**src/rtl/wkup_pkg.sv**
```systemverilog
package wkup_pkg;
  localparam int unsigned CH_N    = 16;
  localparam int unsigned WORD_W  = 16;
  localparam int unsigned REQ_N   = 4;
  localparam int unsigned SEL_W   = $clog2(REQ_N);
  localparam int unsigned ADDR_W  = 3;
  localparam int unsigned ROUTE_WORDS = (CH_N * SEL_W) / WORD_W;

  localparam logic [ADDR_W-1:0] A_ENABLE = 3'd0;
  localparam logic [ADDR_W-1:0] A_EDGE   = 3'd1;
  localparam logic [ADDR_W-1:0] A_PEND   = 3'd2;
  localparam logic [ADDR_W-1:0] A_CLEAR  = 3'd3;
  localparam logic [ADDR_W-1:0] A_ROUTE0 = 3'd4;

  // Next pending word: bus set, bus clear, then hardware triggers win.
  function automatic logic [CH_N-1:0] pend_next(
    input logic [CH_N-1:0] cur,
    input logic [CH_N-1:0] set_mask,
    input logic [CH_N-1:0] clr_mask,
    input logic [CH_N-1:0] trig
  );
    return ((cur | set_mask) & ~clr_mask) | trig;
  endfunction

  // Routing field of one channel out of the flattened routing store.
  function automatic logic [SEL_W-1:0] route_of(
    input logic [CH_N*SEL_W-1:0] route,
    input int unsigned ch
  );
    return route[ch*SEL_W +: SEL_W];
  endfunction
endpackage

```
**src/rtl/wkup_edge.sv**
```systemverilog
module wkup_edge
  import wkup_pkg::*;
#(
  parameter int unsigned NCH = CH_N
) (
  input  logic           clk,
  input  logic           rst_n,
  input  logic [NCH-1:0] pin,
  input  logic [NCH-1:0] edge_sel,
  output logic [NCH-1:0] trig
);
  logic [NCH-1:0] meta_q;
  logic [NCH-1:0] sync_q;
  logic [NCH-1:0] prev_q;

  generate
    for (genvar i = 0; i < NCH; i++) begin : g_ch
      always_ff @(posedge clk or negedge rst_n) begin
        if (!rst_n) begin
          meta_q[i] <= 1'b0;
          sync_q[i] <= 1'b0;
          prev_q[i] <= 1'b0;
        end else begin
          meta_q[i] <= pin[i];
          sync_q[i] <= meta_q[i];
          prev_q[i] <= sync_q[i];
        end
      end
      // A real transition, qualified by polarity: 0 = rising, 1 = falling.
      assign trig[i] = (sync_q[i] ^ prev_q[i]) & (sync_q[i] ^ edge_sel[i]);
    end
  endgenerate
endmodule

```
**src/rtl/wkup_regs.sv**
```systemverilog
module wkup_regs
  import wkup_pkg::*;
#(
  parameter int unsigned NCH   = CH_N,
  parameter int unsigned DW    = WORD_W,
  parameter int unsigned SW    = SEL_W,
  parameter int unsigned AW    = ADDR_W
) (
  input  logic             clk,
  input  logic             rst_n,
  input  logic             bus_sel,
  input  logic             bus_we,
  input  logic [AW-1:0]    bus_addr,
  input  logic [DW-1:0]    bus_wdata,
  output logic [DW-1:0]    bus_rdata,
  input  logic [NCH-1:0]   trig,
  output logic [NCH-1:0]   en_q,
  output logic [NCH-1:0]   esel_q,
  output logic [NCH-1:0]   pend_q,
  output logic [NCH*SW-1:0] route_q
);
  localparam int unsigned RWORDS = (NCH * SW) / DW;

  logic wr_en, wr_edge, wr_pend, wr_clr, rd_go;
  logic [RWORDS-1:0] wr_route;
  logic [NCH-1:0] set_mask, clr_mask;

  assign rd_go   = bus_sel && !bus_we;
  assign wr_en   = bus_sel && bus_we && (bus_addr == A_ENABLE);
  assign wr_edge = bus_sel && bus_we && (bus_addr == A_EDGE);
  assign wr_pend = bus_sel && bus_we && (bus_addr == A_PEND);
  assign wr_clr  = bus_sel && bus_we && (bus_addr == A_CLEAR);
  assign set_mask = wr_pend ? bus_wdata[NCH-1:0] : '0;
  assign clr_mask = wr_clr  ? bus_wdata[NCH-1:0] : '0;

  always_ff @(posedge clk or negedge rst_n) begin
    if (!rst_n) begin
      en_q   <= '0;
      esel_q <= '0;
      pend_q <= '0;
    end else begin
      if (wr_en)   en_q   <= bus_wdata[NCH-1:0];
      if (wr_edge) esel_q <= bus_wdata[NCH-1:0];
      pend_q <= pend_next(pend_q, set_mask, clr_mask, trig);
    end
  end

  generate
    for (genvar w = 0; w < RWORDS; w++) begin : g_route
      assign wr_route[w] = bus_sel && bus_we &&
                           (bus_addr == AW'(int'(A_ROUTE0) + w));
      always_ff @(posedge clk or negedge rst_n) begin
        if (!rst_n) route_q[w*DW +: DW] <= '0;
        else if (wr_route[w]) route_q[w*DW +: DW] <= bus_wdata;
      end
    end
  endgenerate

  always_comb begin
    bus_rdata = '0;
    if (rd_go) begin
      if (bus_addr == A_ENABLE)    bus_rdata[NCH-1:0] = en_q;
      else if (bus_addr == A_EDGE) bus_rdata[NCH-1:0] = esel_q;
      else if (bus_addr == A_PEND) bus_rdata[NCH-1:0] = pend_q;
      else begin
        for (int w = 0; w < RWORDS; w++)
          if (bus_addr == AW'(int'(A_ROUTE0) + w)) bus_rdata = route_q[w*DW +: DW];
      end
    end
  end

  AST_TRIG_LATCHES: assert property (@(posedge clk) disable iff (!rst_n)
    (trig != '0) |=> ((pend_q & $past(trig)) == $past(trig)));
  AST_CLEAR_TAKES: assert property (@(posedge clk) disable iff (!rst_n)
    (wr_clr && trig == '0) |=> ((pend_q & $past(bus_wdata[NCH-1:0])) == '0));
  AST_NO_SPURIOUS_SET: assert property (@(posedge clk) disable iff (!rst_n)
    (!wr_pend && trig == '0) |=> ((pend_q & ~$past(pend_q)) == '0));
endmodule

```
**src/rtl/wkup_route.sv**
```systemverilog
module wkup_route
  import wkup_pkg::*;
#(
  parameter int unsigned NCH  = CH_N,
  parameter int unsigned NREQ = REQ_N,
  parameter int unsigned SW   = SEL_W
) (
  input  logic              clk,
  input  logic              rst_n,
  input  logic [NCH-1:0]    pend,
  input  logic [NCH-1:0]    en,
  input  logic [NCH*SW-1:0] route,
  output logic [NREQ-1:0]   irq,
  output logic              wake
);
  logic [NCH-1:0] live;
  assign live = pend & en;

  generate
    for (genvar j = 0; j < NREQ; j++) begin : g_req
      logic [NCH-1:0] hit;
      always_comb begin
        for (int c = 0; c < NCH; c++)
          hit[c] = live[c] && (route_of(route, c) == SW'(j));
      end
      assign irq[j] = |hit;
    end
  endgenerate

  assign wake = |live;

  AST_WAKE_COVERS_IRQ: assert property (@(posedge clk) disable iff (!rst_n)
    (irq != '0) |-> wake);
  AST_WAKE_HAS_ROUTE: assert property (@(posedge clk) disable iff (!rst_n)
    wake |-> (irq != '0));
endmodule

```
**src/rtl/wkup_ctrl.sv**
```systemverilog
module wkup_ctrl
  import wkup_pkg::*;
(
  input  logic              clk,
  input  logic              rst_n,
  input  logic              bus_sel,
  input  logic              bus_we,
  input  logic [ADDR_W-1:0] bus_addr,
  input  logic [WORD_W-1:0] bus_wdata,
  output logic [WORD_W-1:0] bus_rdata,
  input  logic [CH_N-1:0]   wake_pin,
  output logic [REQ_N-1:0]  irq_req,
  output logic              wake_out
);
  logic [CH_N-1:0]       trig;
  logic [CH_N-1:0]       en_q, esel_q, pend_q;
  logic [CH_N*SEL_W-1:0] route_q;

  wkup_edge #(.NCH(CH_N)) u_edge (
    .clk(clk), .rst_n(rst_n), .pin(wake_pin), .edge_sel(esel_q), .trig(trig)
  );

  wkup_regs #(.NCH(CH_N), .DW(WORD_W), .SW(SEL_W), .AW(ADDR_W)) u_regs (
    .clk(clk), .rst_n(rst_n), .bus_sel(bus_sel), .bus_we(bus_we),
    .bus_addr(bus_addr), .bus_wdata(bus_wdata), .bus_rdata(bus_rdata),
    .trig(trig), .en_q(en_q), .esel_q(esel_q), .pend_q(pend_q), .route_q(route_q)
  );

  wkup_route #(.NCH(CH_N), .NREQ(REQ_N), .SW(SEL_W)) u_route (
    .clk(clk), .rst_n(rst_n), .pend(pend_q), .en(en_q), .route(route_q),
    .irq(irq_req), .wake(wake_out)
  );

  AST_STEADY_POLARITY_QUIET: assert property (@(posedge clk) disable iff (!rst_n)
    ($stable(wake_pin) && $past($stable(wake_pin)) && $past($stable(wake_pin), 2)
     && !(bus_sel && bus_we)) |=> $stable(pend_q));
endmodule

```
**config.mk**
```make
export PLATFORM = sky130hd
export DESIGN_NAME = wkup_ctrl
export DESIGN_NICKNAME = d
export VERILOG_FILES = /design/src/rtl/wkup_pkg.sv /design/src/rtl/wkup_edge.sv /design/src/rtl/wkup_regs.sv /design/src/rtl/wkup_route.sv /design/src/rtl/wkup_ctrl.sv
export SDC_FILE = /design/constraint.sdc
export NUM_CORES = 1
export LEC_CHECK = 0
export ABC_AREA = 0
export CAP_MARGIN = 15
export CORE_UTILIZATION = 53
export CTS_BUF_LIST = sky130_fd_sc_hd__clkbuf_4
export CTS_CLUSTER_SIZE = 25
export DETAILED_ROUTE_END_ITERATION = 8
export GPL_ROUTABILITY_DRIVEN = 0
export PLACE_DENSITY = 0.79
export SYNTH_ARGS = -nofsm -noshare
export SYNTH_HDL_FRONTEND = slang
export SYNTH_SLANG_ARGS = --single-unit
```
**constraint.sdc**
```tcl
create_clock -name clk -period 1.4 [get_ports clk]
set_input_delay 0.28 -clock clk [delete_from_list [all_inputs] [get_ports clk]]
set_output_delay 0.28 -clock clk [all_outputs]
set_load 0.01 [all_outputs]
```
After elaboration in Yosys (flattened, before gate mapping)
Index checks and enable logic that the tools add are counted.
{"block": "totals", "regBits": 128, "in_bits": 39, "output_inout_bits": 21, "wordCells": 262}
{"block": "op_classes", "eq_ne": 53, "muxes": 8, "bitwise": 53, "n_reduce_logical": 95}
{"op": "$mux W16", "n": 8}
{"op": "$reduce_or A16 Y1", "n": 5}
{"op": "$logic_and A1 B1 Y1", "n": 72}
{"op": "$eq A2 B2 Y1 const B", "n": 32}
{"op": "$and A16 B16 Y16", "n": 2}
{"op": "$eq A2 B1 Y1 const B", "n": 16}
{"op": "$logic_not A2 Y1", "n": 16}
{"op": "$or A16 B16 Y16", "n": 2}
{"op": "$xor A1 B1 Y1", "n": 32}
{"op": "$and A1 B1 Y1", "n": 16}
{"op": "$not A16 Y16", "n": 1}
{"op": "$eq A3 B2 Y1 const B", "n": 2}
{"op": "$eq A3 B3 Y1 const B", "n": 2}
{"op": "$eq A3 B1 Y1 const B", "n": 1}
{"op": "$logic_not A3 Y1", "n": 1}
{"op": "$logic_not A1 Y1", "n": 1}

Depth between registers and ports, before layout
Gate-level depths: netlist of the first run.
{"block": "logic_depth", "ltp_word": 7, "mapped_depth": 7, "ltp_nobuf": 4}

Modules after synthesis
Synthesis of the first run repeated with hierarchy kept, for this count alone.
{"block": "hier_totals", "cells_unflattened": 514, "area_unflattened_um2": 6000.8}
{"module": "wkup_regs", "instances": 1, "cells_each": 306, "area_each_um2": 3788.6, "seq_area_each_um2": 2001.9}
{"module": "wkup_edge", "instances": 1, "cells_each": 96, "area_each_um2": 1561.5, "seq_area_each_um2": 1201.2}
{"module": "wkup_route", "instances": 1, "cells_each": 112, "area_each_um2": 650.6, "seq_area_each_um2": 0.0}

Worst setup path before layout of the first run
Ideal clock, no wire load.
{"block": "synth_path", "kind": "input to register", "from": "input bus_addr[1]", "to": "register u_regs.esel_q[10]", "setup_ns": 0.125, "arrival_ns": 1.487, "required_ns": 1.275, "slack_ns": -0.212, "path_stages": 6, "path_buffers": 3, "cell_sequence": "buf_2 -> nand2b_1 -> buf_2 -> nor3_4 -> buf_6 -> mux2_2"}
{"block": "synth_between", "elab_chain_len": 2}
{"element": "from (decl)", "line_no": "wkup_ctrl.sv:8", "text": "input logic [ADDR_W-1:0] bus_addr,"}
{"element": "$eq A3 B1 Y1", "line_no": "wkup_regs.sv:30", "text": "assign wr_edge = bus_sel && bus_we && (bus_addr == A_EDGE);"}
{"element": "$logic_and A1 B1 Y1", "line_no": "wkup_regs.sv:30"}
{"element": "to (signal assigned)", "line_no": "wkup_regs.sv:43", "text": "if (wr_edge) esel_q <= bus_wdata[NCH-1:0];"}
{"element": "to (decl)", "line_no": "wkup_regs.sv:18", "text": "output logic [NCH-1:0] esel_q,"}
No other way between the ends.
A chain may end at the register's enable or synchronous reset.

Worst setup path after layout of the first run
{"block": "layout_path", "from": "register u_regs.route_q[17]", "to": "output irq_req[0]"}
{"block": "layout_between", "elab_chain_len": 3}
{"element": "from (decl)", "line_no": "wkup_regs.sv:20", "text": "output logic [NCH*SW-1:0] route_q"}
{"element": "from (signal, indexed assignment)", "line_no": "wkup_regs.sv:54", "text": "else if (wr_route[w]) route_q[w*DW +: DW] <= bus_wdata;"}
{"element": "$logic_not A2 Y1", "line_no": "wkup_route.sv:24", "text": "hit[c] = live[c] && (route_of(route, c) == SW'(j));"}
{"element": "$logic_and A1 B1 Y1", "line_no": "wkup_route.sv:24"}
{"element": "$reduce_or A16 Y1", "line_no": "wkup_route.sv:26", "text": "assign irq[j] = |hit;"}
{"element": "to (decl)", "line_no": "wkup_ctrl.sv:12", "text": "output logic [REQ_N-1:0] irq_req,"}
No other way between the ends.

==> metrics.yaml, run 1 <==
syn_inst: 564
drt_iter0_drc: 1163
hpwl_um: 13000
io_buffers: 59
wl_um: 26300
rows: 38
cts-root-buf: "clkbuf_4"
fillers: 500
yosysMostFrequentCell: "dfrtp_1"
cts_sinks: 128
cap_violations: 0
ioPinCount: 60
fin_crit_ps: 2760
slew_headroom_pct: 55.6
powerDensity_mw_per_mm2: 1390
syn_to_final_growth_pct: 51.9
die_h_um: 109
hold_class: "input port to asynchronous set/reset pin"
cts.path.max_buffers: 2
synth_top_flop_cell: "dfrtp_1"
vias: 6574
arrival_ps: 2480
rsz0062_at_grt: "yes"
ir_drop_uv: 1110
grt_use_total_pct: 40.2
drc_errors: 10
synth_top_cells_by_area: "dfrtp_1 (53%), mux2_2 (9.7%), nor2b_1 (3.4%)"
start_util_pct: 55.1
synthTopCellsByCount: "dfrtp_1 (128), mux2_2 (52), nand2_1 (50)"
antenna_found_initial: 2
start_kind: "flop"
grt_pass1_vias: 6498
worst_setup_path_end_kind: "primary output"
syn_area_per_cell_um2: 10.7
worstSetupPathType: "flop to primary output"
netlist_area_mm2: 0.00605
cp.required_ps: 1120
ys_seq_area_share_pct: 52.9
synth_nets: 603
violations: "DRC, setup timing"
viasPerCell: 6.87
yosys.cell_types.count: 34
htree_levels: 4
slew_violations: 0
max_freq_mhz: 362
wl_per_cell_um: 27.5
synth_top_area_share_pct: 52.9
whs_ps: 80.8
core_mm2: 0.0110
tightest_slew_ps: 660
tritoncts: "built"
die_width_um: 109
crit_fanout: 4
path_clk_slew_ps: 180
ys_warn_count: 0
grt_max_degree: 43
hold_viol: 0
overflow: 0
clkLatencyLatePin_ps: 630
place_ws_ps: -943
cts_buffers: 17
yosysTopAreaCell: "dfrtp_1"
drive_above_1_share_pct: 47.1
min_period_over_period_pct: 197
die_area_mm2: 0.0118
setup_viol: 22
setup_slack_ps: -1360
status: "finished, violations left"
fin_nets: 842
clock_skew_ps: 54.0
grt_first_pass_wirelength_um: 34200
synth-seq-cells: 128
finalSetupTns_ps: -17170
synthArstFlopShare_pct: 100
power.leakage_nw: 4.23
postRouteAntennaNets: 0
synth_edf_count: 0
dr.pass1.iters: 9
[area by class of cell]
class,count,area (µm²),area share (%)
Clock buffer,17,128,1.39
Antenna cell,1,2.50,0.0272
Sequential cell,128,3210,35.0
Timing Repair Buffer,242,2220,24.2
Clock inverter,15,184,2.00
Inverter,16,65.1,0.708
Tap cell,140,175,1.91
Multi-Input combinational cell,398,3200,34.8
[flip-flops by register name, summed over array words and instances (netlist names)]
register        count
u_regs.pend_q      16
u_regs.esel_q      16
u_regs.en_q        16
u_edge.prev_q      16
u_edge.sync_q      16
u_regs.route_q     32
u_edge.meta_q      16
[kinds of logic after synthesis]
group	count (synthesis)	share of synthesized area (%)
AOI/OAI and AO/OA	93	9.14
buffers and inverters	38	2.92
DFF	128	52.9
muxes	81	15.3
and+or+nand+nor	224	19.7
[stage by stage]
step / area [µm²] / power (mW) / std cells / util [%]
5_1_grt: 9190 / 13.1 / 957 / 83.7
2_1_floorplan: 6200 / 6.31 / 564 / -
3_3_place_gp: 7940 / 8.15 / 882 / 72.3
6_report: 9190 / 12.8 / 957 / 83.7
4_1_cts: 8850 / 11.7 / 949 / 80.6
3_5_place_dp: 7940 / 8.30 / 882 / 72.3
[per-layer routing]
metal	track usage, %	wire, µm
met2	62.8	11300
met5	0	11
met4	31.4	2560
met3	12.2	3540
met1	46.0	8920
[what timing repair did]
item	CTS	global route
setup endpoints to repair	69	38
endpoints found under the hold margin	128	0
cloned	2	0
setup buffers	39	20
pin swaps	58	53
hold buffers	1	0
gates resized for setup	186	78
[path summary, 6_finish.rpt]
| kind | cells past startpoint | startpoint | to | slack [ps] |
|---|---|---|---|---|
| min in group clk | 1 | wake_pin[8] | u_edge.meta_q[8] | 110 |
| max in group asynchronous | 3 | rst_n | u_regs.pend_q[13] | 780 |
| worst max register to register | 4 | u_regs.esel_q[3] | u_regs.pend_q[3] | 180 |
| worst max-delay path | 6 | u_regs.route_q[17] | irq_req[0] | -1360 |
| worst min register to register | 0 | u_edge.meta_q[0] | u_edge.sync_q[0] | 360 |
| worst min-delay path | 2 | rst_n | u_regs.route_q[10] | 80 |
[critical path: stages, from the launching register on]
cell     delay, ps
dfrtp_1        490
buf_4          150
buf_6          100
nor3_2          50
nor4_2         560
nand4_1        280
buf_2          220
[layout by cell type (no fill, tap or decap), types with 8 or more instances in the layout]
master	count
o21ai_1	10
nand2_1	39
a21oi_1	25
clkdlybuf4s50_1	32
mux2_4	35
nor3b_1	19
dfrtp_2	8
buf_6	53
o22ai_1	11
nor2_1	42
nor2b_4	11
nand3_1	9
clkbuf_4	17
nor2b_1	21
nand4_1	28
inv_1	12
buf_4	119
dfrtp_1	120
nor3_1	11
o211ai_1	16
buf_12	10
mux2_2	29
o22ai_2	9
mux2i_1	14
buf_2	21
[power by group]
part | total [mW] | leakage (nW) | internal [mW] | switching (mW)
clock network | 2.86 | 0.148 | 1.25 | 1.61
logic | 5.01 | 2.59 | 2.62 | 2.40
registers | 4.89 | 1.49 | 4.24 | 0.647
total | 12.8 | 4.23 | 8.11 | 4.65
Power figures use the tool's default switching activity.
==> run 2: changes to the inputs <==
- CORE_UTILIZATION: 53 -> 45
- PLACE_DENSITY: 0.79 -> 0.69
==> metrics.yaml, run 2 (synthesis results as in run 1) <==
powerDensity_mw_per_mm2: 1290  # was 1390 mW/mm²
die_h_um: 118  # was 109 µm
grt_pass1_vias: 5654  # was 6498
fin_nets: 822  # was 842
worstSetupPathType: "flop to primary output"  # unchanged
vias: 5736  # was 6574
postRouteAntennaNets: 0  # unchanged
ioPinCount: 60  # unchanged
dr.max_layer_used: "met4"  # was met5
regMostFlops: "u_regs.route_q"  # unchanged
clock_skew_ps: 13.8  # was 54.0 ps
post-route-util_pct: 68.5  # was 83.7%
worst_setup_path_end_kind: "primary output"  # unchanged
cp.required_ps: 1120  # about the same
tritoncts: "built"  # unchanged
arrival_ps: 2020  # was 2480 ps
ir_drop_uv: 742  # was 1110 µV
drive_above_1_share_pct: 41.8  # was 47.1%
dr.pass1.iters: 5  # was 9
wl_per_cell_um: 20.1  # was 27.5 µm
grt_use_total_pct: 28.0  # was 40.2%
final_cells: 969  # was 957
syn_to_final_growth_pct: 45.7  # was 51.9%
wl_um: 19500  # was 26300 µm
die_area_mm2: 0.0139  # was 0.0118 mm²
clkLatencyLatePin_ps: 580  # was 630 ps
status: "finished, violations left"  # unchanged
cts_buffers: 17  # unchanged
m1WireLength_um: 7850  # was 8920 µm
final_common_cell: "dfrtp_1"  # unchanged
overflow: 0  # unchanged
drt_iter0_drc: 539  # was 1163
htree_levels: 4  # unchanged
rsz0062_at_grt: "yes"  # unchanged
slew_headroom_pct: 71.2  # was 55.6%
min_period_over_period_pct: 164  # was 197%
grt_first_pass_wirelength_um: 29900  # was 34200 µm
fin_crit_ps: 2300  # was 2760 ps
crit_fanout: 2  # was 4
antenna_found_initial: 1  # was 2
die_width_um: 118  # was 109 µm
design_power_total_mw: 11.4  # was 12.8 mW
rows: 41  # was 38
viasPerCell: 5.92  # was 6.87
start_kind: "flop"  # unchanged
cts-root-buf: "clkbuf_4"  # unchanged
core_mm2: 0.0129  # was 0.0110 mm²
violations: "setup timing"  # was DRC, setup timing
setup_slack_ps: -902  # was -1360 ps
final_cell_mix: "dfrtp_1 (123), buf_4 (103), buf_6 (52)"  # was dfrtp_1 (120), buf_4 (119), buf_6 (53)
cap_violations: 0  # unchanged
drc_errors: 0  # was 10
io_buffers: 59  # unchanged
hold_class: "input port to flop"  # was input port to asynchronous set/reset pin
cts.path.max_buffers: 2  # unchanged
slew_violations: 0  # unchanged
grt_max_degree: 35  # was 43
dpl.cell_count: 909  # was 882
max_freq_mhz: 434  # was 362 MHz
cts_sinks: 128  # unchanged
hold_viol: 0  # unchanged
wl_met3_um: 1470  # was 3540 µm
path_clk_slew_ps: 130  # was 180 ps
tightest_slew_ps: 428  # was 660 ps
routed-wl-met2_um: 9320  # was 11300 µm
power.leakage_nw: 4.06  # was 4.23 nW
hpwl_um: 12700  # was 13000 µm
setup_viol: 21  # was 22
start_util_pct: 47.0  # was 55.1%
largest_reg_flops: 32  # unchanged
-- run 2: per-layer routing --
layer | GRT usage [%] | up-vias
li1 | - | 2485
met1 | 35.6 | 2829
met2 | 44.7 | 330
met3 | 6.98 | 92
met5 | 0 | -
met4 | 13.2 | 0
-- run 2: worst paths after layout --
check / from / to / slack [ps] / depth (start not counted)
max in group asynchronous: rst_n / u_regs.pend_q[9] / 710 / 3
min in group asynchronous: rst_n / u_edge.sync_q[10] / 170 / 2
min: wake_pin[6] / u_edge.meta_q[6] / 130 / 1
min reg2reg: u_edge.meta_q[7] / u_edge.sync_q[7] / 360 / 0
max: u_regs.route_q[29] / irq_req[1] / -900 / 6
max reg2reg: u_regs.en_q[9] / u_regs.en_q[9] / 310 / 3
-- run 2: area by class of cell --
| cell class | count | area [µm²] |
|---|---|---|
| Antenna cell | 1 | 2.50 |
| Clock buffer | 17 | 128 |
| Clock inverter | 15 | 120 |
| Fill cell | 905 | 4060 |
| Inverter | 16 | 60.1 |
| Multi-Input combinational cell | 398 | 3050 |
| Sequential cell | 128 | 3210 |
| Tap cell | 172 | 215 |
| Timing Repair Buffer | 222 | 2030 |
-- run 2: what timing repair did --
item / CTS / global route
gates resized for setup: 157 / 69
endpoints found under the setup margin: 75 / 39
hold endpoints to repair: 128 / 0
setup buffers: 22 / 10
hold buffers: 1 / 0
cloned: 2 / 0
pin swaps: 52 / 44
-- run 2: worst max-delay path, stage by stage, from the launching register on --
cell       delay, ps
dfrtp_1          400
buf_4            130
nand4b_1         120
nand4_1          150
a2111oi_4        310
nand4_1          150
buf_2            170
-- run 2: where the power goes --
part           internal, mW  total [mW]  switching, mW
clock network         0.862        2.35           1.49
logic                  2.45        4.29           1.84
registers              4.24        4.77          0.533
-- run 2: stage by stage --
step / instance area (µm²) / TNS (ps) / hold slack, ps / setup slack (ps)
after floorplan: 6200 / -5070 / -15.6 / -192
after global placement: 7930 / -67270 / 210 / -947
after detailed placement: 7930 / -70820 / 208 / -982
after CTS: 8540 / -13850 / 113 / -868
after global routing: 8820 / -15340 / 95.0 / -1010
final: 8820 / -13760 / 132 / -902
==> run 3: changes to the inputs <==
- PLACE_DENSITY: 0.69 -> 0.68
- SETUP_SLACK_MARGIN: default -> 0.02
- SKIP_LAST_GASP: default -> 1
==> metrics.yaml, run 3 (synthesis results as in run 1) <==
status: "finished, violations left"  # unchanged
violations: "setup timing"  # unchanged
slew_headroom_pct: 70.4  # was 71.2%
overflow: 0  # unchanged
ioPinCount: 60  # unchanged
tritoncts: "built"  # unchanged
htree_levels: 4  # unchanged
largest_reg_flops: 32  # unchanged
fillers: 944  # was 905
syn_to_final_growth_pct: 45.5  # was 45.7%
core_mm2: 0.0129  # unchanged
crit_fanout: 4  # was 2
rows: 41  # unchanged
setup_slack_ps: -905  # was -902 ps
cts.path.max_buffers: 2  # unchanged
regMostFlops: "u_regs.route_q"  # unchanged
wl_um: 19100  # was 19500 µm
grt_use_total_pct: 28.8  # was 28.0%
placed_cell_area_mm2: 0.00797  # was 0.00793 mm²
cts_buffers: 17  # unchanged
cp.required_ps: 1120  # about the same
grt_pass1_vias: 5762  # was 5654
cp_common_cell: "nand4_1"  # unchanged
clock_skew_ps: 17.8  # was 13.8 ps
path_cells: "nand4b_1, nand4_1, a2111oi_4, nand4_1, buf_2"  # was buf_4, nand4b_1, nand4_1, a2111oi_4, nand4_1, buf_2
hold_class: "input port to flop"  # unchanged
dr.pass1.iters: 7  # was 5
critPathBufInv: 1  # was 2
viasPerCell: 5.81  # was 5.92
multi_input_area_mm2: 0.00300  # was 0.00305 mm²
fin_nets: 822  # unchanged
die_h_um: 118  # unchanged
tightest_slew_ps: 443  # was 428 ps
rsz0062_at_grt: "yes"  # unchanged
arrival_ps: 2020  # about the same
fin_area_mm2: 0.00880  # was 0.00882 mm²
min_period_over_period_pct: 165  # was 164%
io_buffers: 59  # unchanged
start_kind: "flop"  # unchanged
cts-root-buf: "clkbuf_4"  # unchanged
hold_viol: 0  # unchanged
drc_errors: 0  # unchanged
seq_area_mm2: 0.00321  # about the same
hpwl_um: 12200  # was 12700 µm
start_util_pct: 47.0  # unchanged
final_cell_mix: "dfrtp_1 (120), buf_4 (99), buf_6 (49)"  # was dfrtp_1 (123), buf_4 (103), buf_6 (52)
worstSetupPathType: "flop to primary output"  # unchanged
wl_per_cell_um: 19.7  # was 20.1 µm
powerDensity_mw_per_mm2: 1280  # was 1290 mW/mm²
fin_crit_ps: 2300  # about the same
cp_top_family: "simple AND/OR/NAND/NOR gates"  # unchanged
power.leakage_nw: 4.04  # was 4.06 nW
antenna_found_initial: 0  # was 1
crit_path_max_incr_delay_ps: 470  # was 400 ps
drive_above_1_share_pct: 41.6  # was 41.8%
worst_setup_path_end_kind: "primary output"  # unchanged
drt_iter0_drc: 594  # was 539
cts_sinks: 128  # unchanged
vias: 5614  # was 5736
grt_first_pass_wirelength_um: 30600  # was 29900 µm
diodes: 0  # was 1
grt_max_degree: 49  # was 35
path_clk_slew_ps: 110  # was 130 ps
die_width_um: 118  # unchanged
clkLatencyLatePin_ps: 570  # was 580 ps
ir_drop_uv: 619  # was 742 µV
slew_violations: 0  # unchanged
postRouteAntennaNets: 0  # unchanged
finalSetupTns_ps: -13000  # was -13760 ps
die_area_mm2: 0.0139  # unchanged
setup_viol: 21  # unchanged
critPathSlowestCell: "dfrtp_1"  # unchanged
cap_violations: 0  # unchanged
final_common_cell: "dfrtp_1"  # unchanged
max_freq_mhz: 434  # about the same
==> run 3: timing repair <==
item	CTS	global route
hold buffers	1	0
endpoints found under the setup margin	83	57
setup buffers	29	9
endpoints found under the hold margin	128	0
gates resized for setup	163	39
gates cloned	2	1
pin swaps	56	31
==> run 3: final cells by class <==
type / instances / share of cell area [%]
Clock inverter: 11 / 0.839
Tap cell: 172 / 2.44
Sequential cell: 128 / 36.5
Timing Repair Buffer: 221 / 23.7
Clock buffer: 20 / 1.71
Inverter: 16 / 0.682
Multi-Input combinational cell: 399 / 34.1
==> run 3: path summary, 6_finish.rpt <==
kind | from | end | slack (ps) | cells after the start
worst max-delay path | u_regs.route_q[29] | irq_req[1] | -900 | 5
worst min-delay path | wake_pin[6] | u_edge.meta_q[6] | 150 | 1
worst max register to register | u_regs.esel_q[6] | u_regs.pend_q[6] | 300 | 4
worst min register to register | u_edge.meta_q[13] | u_edge.sync_q[13] | 350 | 0
max in group asynchronous | rst_n | u_regs.route_q[17] | 630 | 3
min in group asynchronous | rst_n | u_regs.en_q[6] | 180 | 2
==> run 3: layer usage <==
metal	global-route usage, %	up-vias	wire length [µm]
met2	46.7	284	9180
li1	-	2498	-
met5	0	-	0
met1	36.7	2769	7890
met4	14.0	0	657
met3	5.91	63	1360
==> run 3: per-stage QoR <==
step	utilization (%)	std cells	total power, mW	hold slack [ps]	worst slack [ps]
detailed placement	61.9	904	8.30	202	-919
finish	68.4	967	11.2	145	-905
CTS	67.1	964	11.0	113	-891
floorplan	-	564	6.31	-15.6	-192
global route	68.4	967	11.8	110	-953
global placement	61.9	904	8.19	200	-932
==> run 3: report_power, final <==
part / internal [mW] / total (mW) / leakage, nW / switching (mW)
clock network: 0.882 / 2.21 / 0.134 / 1.32
logic: 2.47 / 4.27 / 2.42 / 1.80
registers: 4.24 / 4.77 / 1.49 / 0.531
total: 7.60 / 11.2 / 4.04 / 3.65
